--- src/rtl/pcs_pkg.sv ---
package pcs_pkg;

    typedef enum logic [0:0] {
        PH_PRIME = 1'b0,
        PH_TRACK = 1'b1
    } phase_t;

    localparam int unsigned PCS_DEF_CNT_W  = 8;
    localparam int unsigned PCS_DEF_SYNC_N = 2;

endpackage

--- src/rtl/pcs_edge_sync.sv ---
module pcs_edge_sync #(
    parameter int unsigned STAGES = 2
) (
    input  logic clk,
    input  logic rst_n,
    input  logic async_in,
    output logic rise
);
    logic [STAGES-1:0] chain_q;
    logic              last_q;

    generate
        if (STAGES == 1) begin : g_one
            always_ff @(posedge clk or negedge rst_n) begin
                if (!rst_n) chain_q <= '0;
                else        chain_q <= async_in;
            end
        end else begin : g_many
            always_ff @(posedge clk or negedge rst_n) begin
                if (!rst_n) chain_q <= '0;
                else        chain_q <= {chain_q[STAGES-2:0], async_in};
            end
        end
    endgenerate

    always_ff @(posedge clk or negedge rst_n) begin
        if (!rst_n) last_q <= 1'b0;
        else        last_q <= chain_q[STAGES-1];
    end

    assign rise = chain_q[STAGES-1] & ~last_q;
endmodule

--- src/rtl/pcs_pulse_counter.sv ---
module pcs_pulse_counter #(
    parameter int unsigned WIDTH = 8
) (
    input  logic             clk,
    input  logic             rst_n,
    input  logic             step,
    output logic [WIDTH-1:0] count
);
    localparam logic [WIDTH-1:0] ONE = {{(WIDTH-1){1'b0}}, 1'b1};

    always_ff @(posedge clk or negedge rst_n) begin
        if (!rst_n)    count <= '0;
        else if (step) count <= count + ONE;
    end
endmodule

--- src/rtl/pcs_delta_unit.sv ---
module pcs_delta_unit #(
    parameter int unsigned WIDTH = 8
) (
    input  logic [WIDTH-1:0]      now_cnt,
    input  logic [WIDTH-1:0]      ref_cnt,
    input  logic [WIDTH-1:0]      offset,
    output logic signed [WIDTH:0] result
);
    localparam int unsigned OUT_W = WIDTH + 1;

    logic [WIDTH-1:0] span;
    logic [OUT_W-1:0] span_x;
    logic [OUT_W-1:0] off_x;

    always_comb begin
        span   = now_cnt - ref_cnt;          // modular: wrap-safe
        span_x = {1'b0, span};
        off_x  = {1'b0, offset};
        result = $signed(span_x - off_x);
    end
endmodule

--- src/rtl/pcs_sampler.sv ---
module pcs_sampler
    import pcs_pkg::*;
#(
    parameter int unsigned CNT_W  = PCS_DEF_CNT_W,
    parameter int unsigned SYNC_N = PCS_DEF_SYNC_N
) (
    input  logic                    clk,
    input  logic                    rst_n,
    input  logic                    pulse_in,
    input  logic                    sample_strobe,
    input  logic [CNT_W-1:0]        zero_offset,
    output logic signed [CNT_W:0]   accel_value,
    output logic                    accel_valid
);
    localparam int unsigned OUT_W = CNT_W + 1;

    logic                    edge_seen;
    logic [CNT_W-1:0]        count_w;
    logic [CNT_W-1:0]        ref_q;
    logic signed [OUT_W-1:0] next_value;
    phase_t                  phase_q, phase_d;

    pcs_edge_sync #(.STAGES(SYNC_N)) u_sync (
        .clk      (clk),
        .rst_n    (rst_n),
        .async_in (pulse_in),
        .rise     (edge_seen)
    );

    pcs_pulse_counter #(.WIDTH(CNT_W)) u_cnt (
        .clk   (clk),
        .rst_n (rst_n),
        .step  (edge_seen),
        .count (count_w)
    );

    pcs_delta_unit #(.WIDTH(CNT_W)) u_delta (
        .now_cnt (count_w),
        .ref_cnt (ref_q),
        .offset  (zero_offset),
        .result  (next_value)
    );

    // next-state logic
    always_comb begin
        phase_d = phase_q;
        unique case (phase_q)
            PH_PRIME: if (sample_strobe) phase_d = PH_TRACK;
            PH_TRACK: phase_d = PH_TRACK;
            default:  phase_d = PH_PRIME;
        endcase
    end

    // state register
    always_ff @(posedge clk or negedge rst_n) begin
        if (!rst_n) phase_q <= PH_PRIME;
        else        phase_q <= phase_d;
    end

    // output / datapath registers
    always_ff @(posedge clk or negedge rst_n) begin
        if (!rst_n) begin
            ref_q       <= '0;
            accel_value <= '0;
            accel_valid <= 1'b0;
        end else begin
            accel_valid <= 1'b0;
            unique case (phase_q)
                PH_PRIME: begin
                    if (sample_strobe) ref_q <= count_w;
                end
                PH_TRACK: begin
                    if (sample_strobe) begin
                        ref_q       <= count_w;
                        accel_value <= next_value;
                        accel_valid <= 1'b1;
                    end
                end
                default: ;
            endcase
        end
    end
endmodule

--- config.mk ---
export PLATFORM = sky130hd
export DESIGN_NAME = pcs_sampler
export DESIGN_NICKNAME = d
export VERILOG_FILES = /design/src/rtl/pcs_pkg.sv /design/src/rtl/pcs_edge_sync.sv /design/src/rtl/pcs_pulse_counter.sv /design/src/rtl/pcs_delta_unit.sv /design/src/rtl/pcs_sampler.sv
export SDC_FILE = /design/constraint.sdc
export NUM_CORES = 1
export LEC_CHECK = 0
export BUFFER_PORTS_ARGS = -buffer_cell sky130_fd_sc_hd__buf_2
export CORE_MARGIN = 2
export CORE_UTILIZATION = 53
export DETAILED_ROUTE_END_ITERATION = 8
export PLACE_DENSITY = 0.74
export SLEW_MARGIN = 0
export SYNTH_ARGS = -nofsm -noshare
export SYNTH_HDL_FRONTEND = slang
export SYNTH_SLANG_ARGS = --single-unit
--- constraint.sdc ---
create_clock -name clk -period 7.73 [get_ports clk]
set_clock_uncertainty 0.15 [all_clocks]
set_input_delay 0 -clock clk [delete_from_list [all_inputs] [get_ports clk]]
set_output_delay 0 -clock clk [all_outputs]
set_load 0.005 [all_outputs]
* Word-level counts from Yosys, hierarchy flattened
Index checks and enable logic that the tools add are counted.
** Cells by class
- $add $sub $neg :: 3
- Order comparisons :: 0
- Div/mod/pow operators :: 0
- Reductions and logical operators :: 1
- Multipliers :: 0
- Shifts and indexed selects :: 0
- Muxes and demuxes :: 4
- Equality and inequality tests :: 0
- Bitwise operators :: 3
** Operator list (count)
- $sub 8x8->9 :: 1
- $add 8x1->8 const B :: 1
- $mux 8 :: 1
- $sub 8x8->8 :: 1
- $mux 1 :: 2
- $not 1->1 :: 2
- $pmux 1 s2 :: 1
- $reduce_and 2->1 :: 1
- $and 1x1->1 :: 1
** Storage, ports and cells
- Logic and storage cells :: 18
- Memories kept :: 0
- Output and inout port bits :: 10
- Register bits after elaboration :: 30
- Bits in latches :: 0
- ROM bits :: 0
- Memory bits (writable) :: 0

* Longest topological paths before layout
- Word-level depth :: 2
- Mapped depth :: 15
- Mapped depth without buffers :: 15

* Cells and area by module
From an unflattened synthesis, not the netlist that was laid out.
** Unflattened totals
- Cell total of the unflattened synthesis :: 154
- Area, all modules :: 1786.7 um^2
** Modules (own cells, without submodules)
- pcs_sampler :: seq. area each 475.5 um^2, area an instance 742.0 um^2, times used 1, cells an instance 40
- pcs_delta_unit :: seq. area each 0.0 um^2, area an instance 618.1 um^2, times used 1, cells an instance 84
- pcs_pulse_counter :: seq. area each 200.2 um^2, area an instance 337.8 um^2, times used 1, cells an instance 26
- pcs_edge_sync :: seq. area each 75.1 um^2, area an instance 88.8 um^2, times used 1, cells an instance 4

* Least setup slack after synthesis
Ideal clock, no wire load.
- Kind :: register -> register
- Start point :: register u_cnt.count[0]
- End point :: register accel_value[7]
- Data arrival time :: 2580 ps
- Data required time :: 7476 ps
- Cell stages (with the launch flop) :: 15
- Setup slack :: 4897 ps
- Clock period less this slack :: 2833 ps
- Cell sequence :: dfrtp_1 > inv_1 > ha_1 > inv_1 > fa_1 > a21o_1 > a21oi_2 > o21bai_1 > a21oi_2 > xnor2_1 > ha_1 > nand2_1 > o21ai_0 > or3_1 > o311ai_1
** On the way
- Cells in the longest elaborated chain, start to end :: 2
** RTL lines
- start: declaration :: line pcs_pulse_counter.sv:7 : output logic [WIDTH-1:0] count
- start signal: assignment :: line pcs_pulse_counter.sv:13 : else if (step) count <= count + ONE;
- $sub 8x8->8 :: line pcs_delta_unit.sv:16 : span = now_cnt - ref_cnt;
- $sub 8x8->9 :: line pcs_delta_unit.sv:19 : result = $signed(span_x - off_x);
- end signal: assignment :: line pcs_sampler.sv:75 : accel_value <= next_value;
- end: declaration :: line pcs_sampler.sv:12 : output logic signed [CNT_W:0] accel_value,
No other way between the ends.
A chain may end at the register's enable or synchronous reset.

* Worst setup path in the final report
Same ends and word-level chain as after synthesis.

==> summary.txt <==
Run status -> completed
Crit Path Max Fanout -> 5
Smallest hold slack -> 0.0203 ns
Io pins -> 22
Number of instances in the synthesized netlist -> 185
Total Negative Setup Slacks -> 0 ns
Area of the multi-input gates -> 946 sq um
Adder-cell share of the synthesized area -> 13.3%
H-tree levels -> 2
WP buf/inv -> 2
Setup repair after global routing missed its margin -> false
Number of DRC markers after the initial detailed-route iteration -> 75
Fill cell count -> 279
Post-Synthesis Cell Area -> 1800 sq um
Die ar. -> 3890 sq um
Insertion delay to the later sink of the worst-skew pair -> 0.33 ns
Reg area -> 751 sq um
Required time of the critical path -> 7.81 ns
Total congestion overflow -> 0
Drt pass-1 iters -> 4
DRC Markers -> 0
Synthesized area per cell -> 9.75 sq um
Final cell count without fillers -> 261
Transition time of the tightest slew-check pin -> 0.654 ns
All-Layer GR Usage -> 18.7%
Routed vias -> 1351
Area share of and/or/nand/nor cells after synthesis -> 15.3%
Number of global-route vias before repair -> 1396
Combinational family with the most area after synthesis -> simple AND/OR/NAND/NOR gates
Synth Area in Compound Gates -> 13.5%
Nets in the synthesized netlist -> 215
Post-synthesis register bit count -> 30
Quantity of I/O buffers inserted on ports -> 21
Cell at the slowest stage of the critical path -> dfrtp_1
Final cycle utilization of the critical path -> 38.7%
Cells traversed along the worst timing path -> inv_1 -> ha_1 -> inv_1 -> fa_1 -> a21o_1 -> a21oi_2 -> o21bai_1 -> a21oi_2 -> xnor2_1 -> ha_1 -> nand2_1 -> o21ai_0 -> or3_1 -> o311ai_1
Max Root-Sink Buffers -> 2
Antenna violations before repair -> 0
Max-slew violation total from the final report -> 0
Clock net sink count -> 30
Post-cts sizing count -> 0
Layout cell share with drive strength beyond 1 -> 20.5%
Diodes inserted -> 0
Initial standard-cell utilization of the core -> 54.5%
Achievable frequency -> 334 MHz
Routed wire per std cell -> 12.1 um
Post-DR vias/cell -> 5.18
Min Tclk post-route -> 2.99 ns
Number of synthesized flops with an enable pin -> 0
Total detailed-routing wirelength -> 3.15 mm
Most used DFF post-synth -> dfrtp_1
Chip height -> 62.3 um
Area of the placeable core -> 3310 sq um
Portion of netlist area occupied by mux cells -> 3.05%
Number of unique standard cell types used by synthesis -> 44
Synth-to-layout area growth -> 15.0%
Antenna Violating Nets Remaining -> 0
Synthesized-area fraction occupied by xor and xnor cells -> 7.28%
Placed Cells -> 248
HPWL after DPL -> 2.40 mm
Number of buffers added by the clock tree synthesis step -> 5
Number of rows in the core area -> 21
Fraction of registers with async set/reset -> 100%
Critical path's top delay family -> adder cells
Element type at the critical path start -> register
Pin count of the biggest net entering global routing -> 31
DIE WIDTH -> 62.3 um
Root buf cell -> clkbuf_4
Worst min-delay path class -> in -> reg
Global-route wire length before repair -> 5.80 mm
Type of destination of the critical path -> register
Crit Path Class -> reg -> reg
GPL Wtd Cong -> 0.831
Sequential cell area fraction in the yosys report -> 41.6%
Synth warnings -> 0
Arrival time worst endpoint -> 3.07 ns
TritonCTS clock tree -> built
Number of failing setup endpoints in the final timing report -> 0
Post-CTS setup repair buffer count -> 0
Hold violation total from the final report -> 0
Stage delay of the slowest cell on the critical path -> 0.41 ns
Headroom to the max-slew limit -> 56.4%
MaxCap Viol Count -> 0
Clock-pin transition on the worst setup and hold timing paths -> 0.10 ns
Post-layout net count -> 244
[cell type report]
class / instances / share of cell area (%)
multi-input cells: 128 / 45.6
repair buffers: 26 / 7.48
clock buffers: 6 / 1.99
clock inverters: 2 / 1.81
well taps: 46 / 2.77
inverters: 23 / 4.16
flip-flops and latches: 30 / 36.2
[logic make-up (layout without fill, tap and decap cells)]
family	count (synthesis)	after routing
simple gates	53	53
fa+ha+maj	18	18
buf+inv	27	57
mux	5	5
flops	30	30
xor+xnor	15	15
compound gates	37	37
[through the flow]
step	cell area [sq um]	setup WS [ns]	util, %
final	2070	4.74	62.7
after global routing	2070	4.48	62.7
after CTS	2070	4.72	62.7
after detailed placement	1950	4.73	58.8
after global placement	1950	4.81	58.8
after floorplan	1800	4.90	-
[final timing paths]
check | slack [ns] | cells after the start | from | end
max reg2reg | 4.74 | 14 | u_cnt.count[0] | accel_value[7]
max | 4.74 | 14 | u_cnt.count[0] | accel_value[7]
max in group asynchronous | 6.92 | 2 | rst_n | ref_q[6]
min reg2reg | 0.21 | 0 | u_sync.chain_q[0] | u_sync.chain_q[1]
min in group asynchronous | 0.08 | 2 | rst_n | accel_value[3]
min | 0.02 | 4 | zero_offset[1] | accel_value[1]
[cells in the final DEF (no fill, tap or decap), types with 3 or more instances in the layout]
master / count
a21oi_1: 5
a21oi_2: 3
buf_2: 21
clkbuf_4: 5
dfrtp_1: 30
dlygate4sd3_1: 5
ha_1: 16
inv_1: 22
mux2_2: 3
nand2_1: 21
nand4_1: 3
nor2_1: 7
nor3_1: 5
o21ai_0: 11
o21ai_1: 5
xnor2_1: 12
xor2_1: 3
[registers in the layout, indices dropped and copies added, names as in the netlist]
signal / flops
accel_valid: 1
u_sync.chain_q: 2
u_cnt.count: 8
ref_q: 8
accel_value: 9
u_sync.last_q: 1
phase_q: 1
[worst reg2reg max path: cells and delay by family, from the launching register on]
| family | cells | cell delay [ns] |
|---|---|---|
| buffers and inverters | 2 | 0.15 |
| XOR/XNOR | 1 | 0.12 |
| AO/OA/AOI/OAI | 6 | 0.77 |
| AND/OR/NAND/NOR | 2 | 0.43 |
| flip-flops | 1 | 0.41 |
| adder cells (fa/ha/maj) | 3 | 0.85 |
[metal layers]
metal	up-vias	GRT usage, %	routed length, um
li1	688	-	-
met1	630	20.4	1360
met2	28	34.9	1630
met3	5	4.35	123
met4	0	7.22	42
met5	-	0	0
[cell usage after synthesis, types with 2 or more instances]
cell type	count	share of area, %
a21oi_1	5	1.4
a21oi_2	3	1.5
buf_2	2	0.55
dfrtp_1	30	42
fa_1	2	2.2
ha_1	16	11
inv_1	22	4.6
mux2_2	3	1.9
nand2_1	21	4.4
nand3_1	2	0.55
nand4_1	3	1.0
nor2_1	7	1.5
nor2_2	2	0.69
nor2b_1	2	0.69
nor2b_4	2	1.5
nor3_1	5	1.4
nor3b_1	2	0.83
o21ai_0	11	3.1
o21ai_1	5	1.4
o311ai_1	2	0.97
or3_1	2	0.69
xnor2_1	12	5.8
xor2_1	3	1.5
[repair_timing]
| action | in CTS | in global routing |
|---|---|---|
| hold buffers | 5 | 0 |
| endpoints found under the hold margin | 41 | 0 |
| setup endpoints to repair | 0 | 0 |
Power is not shown: default switching activity piles up to over one toggle a cycle in this logic, so the estimate is an artifact.
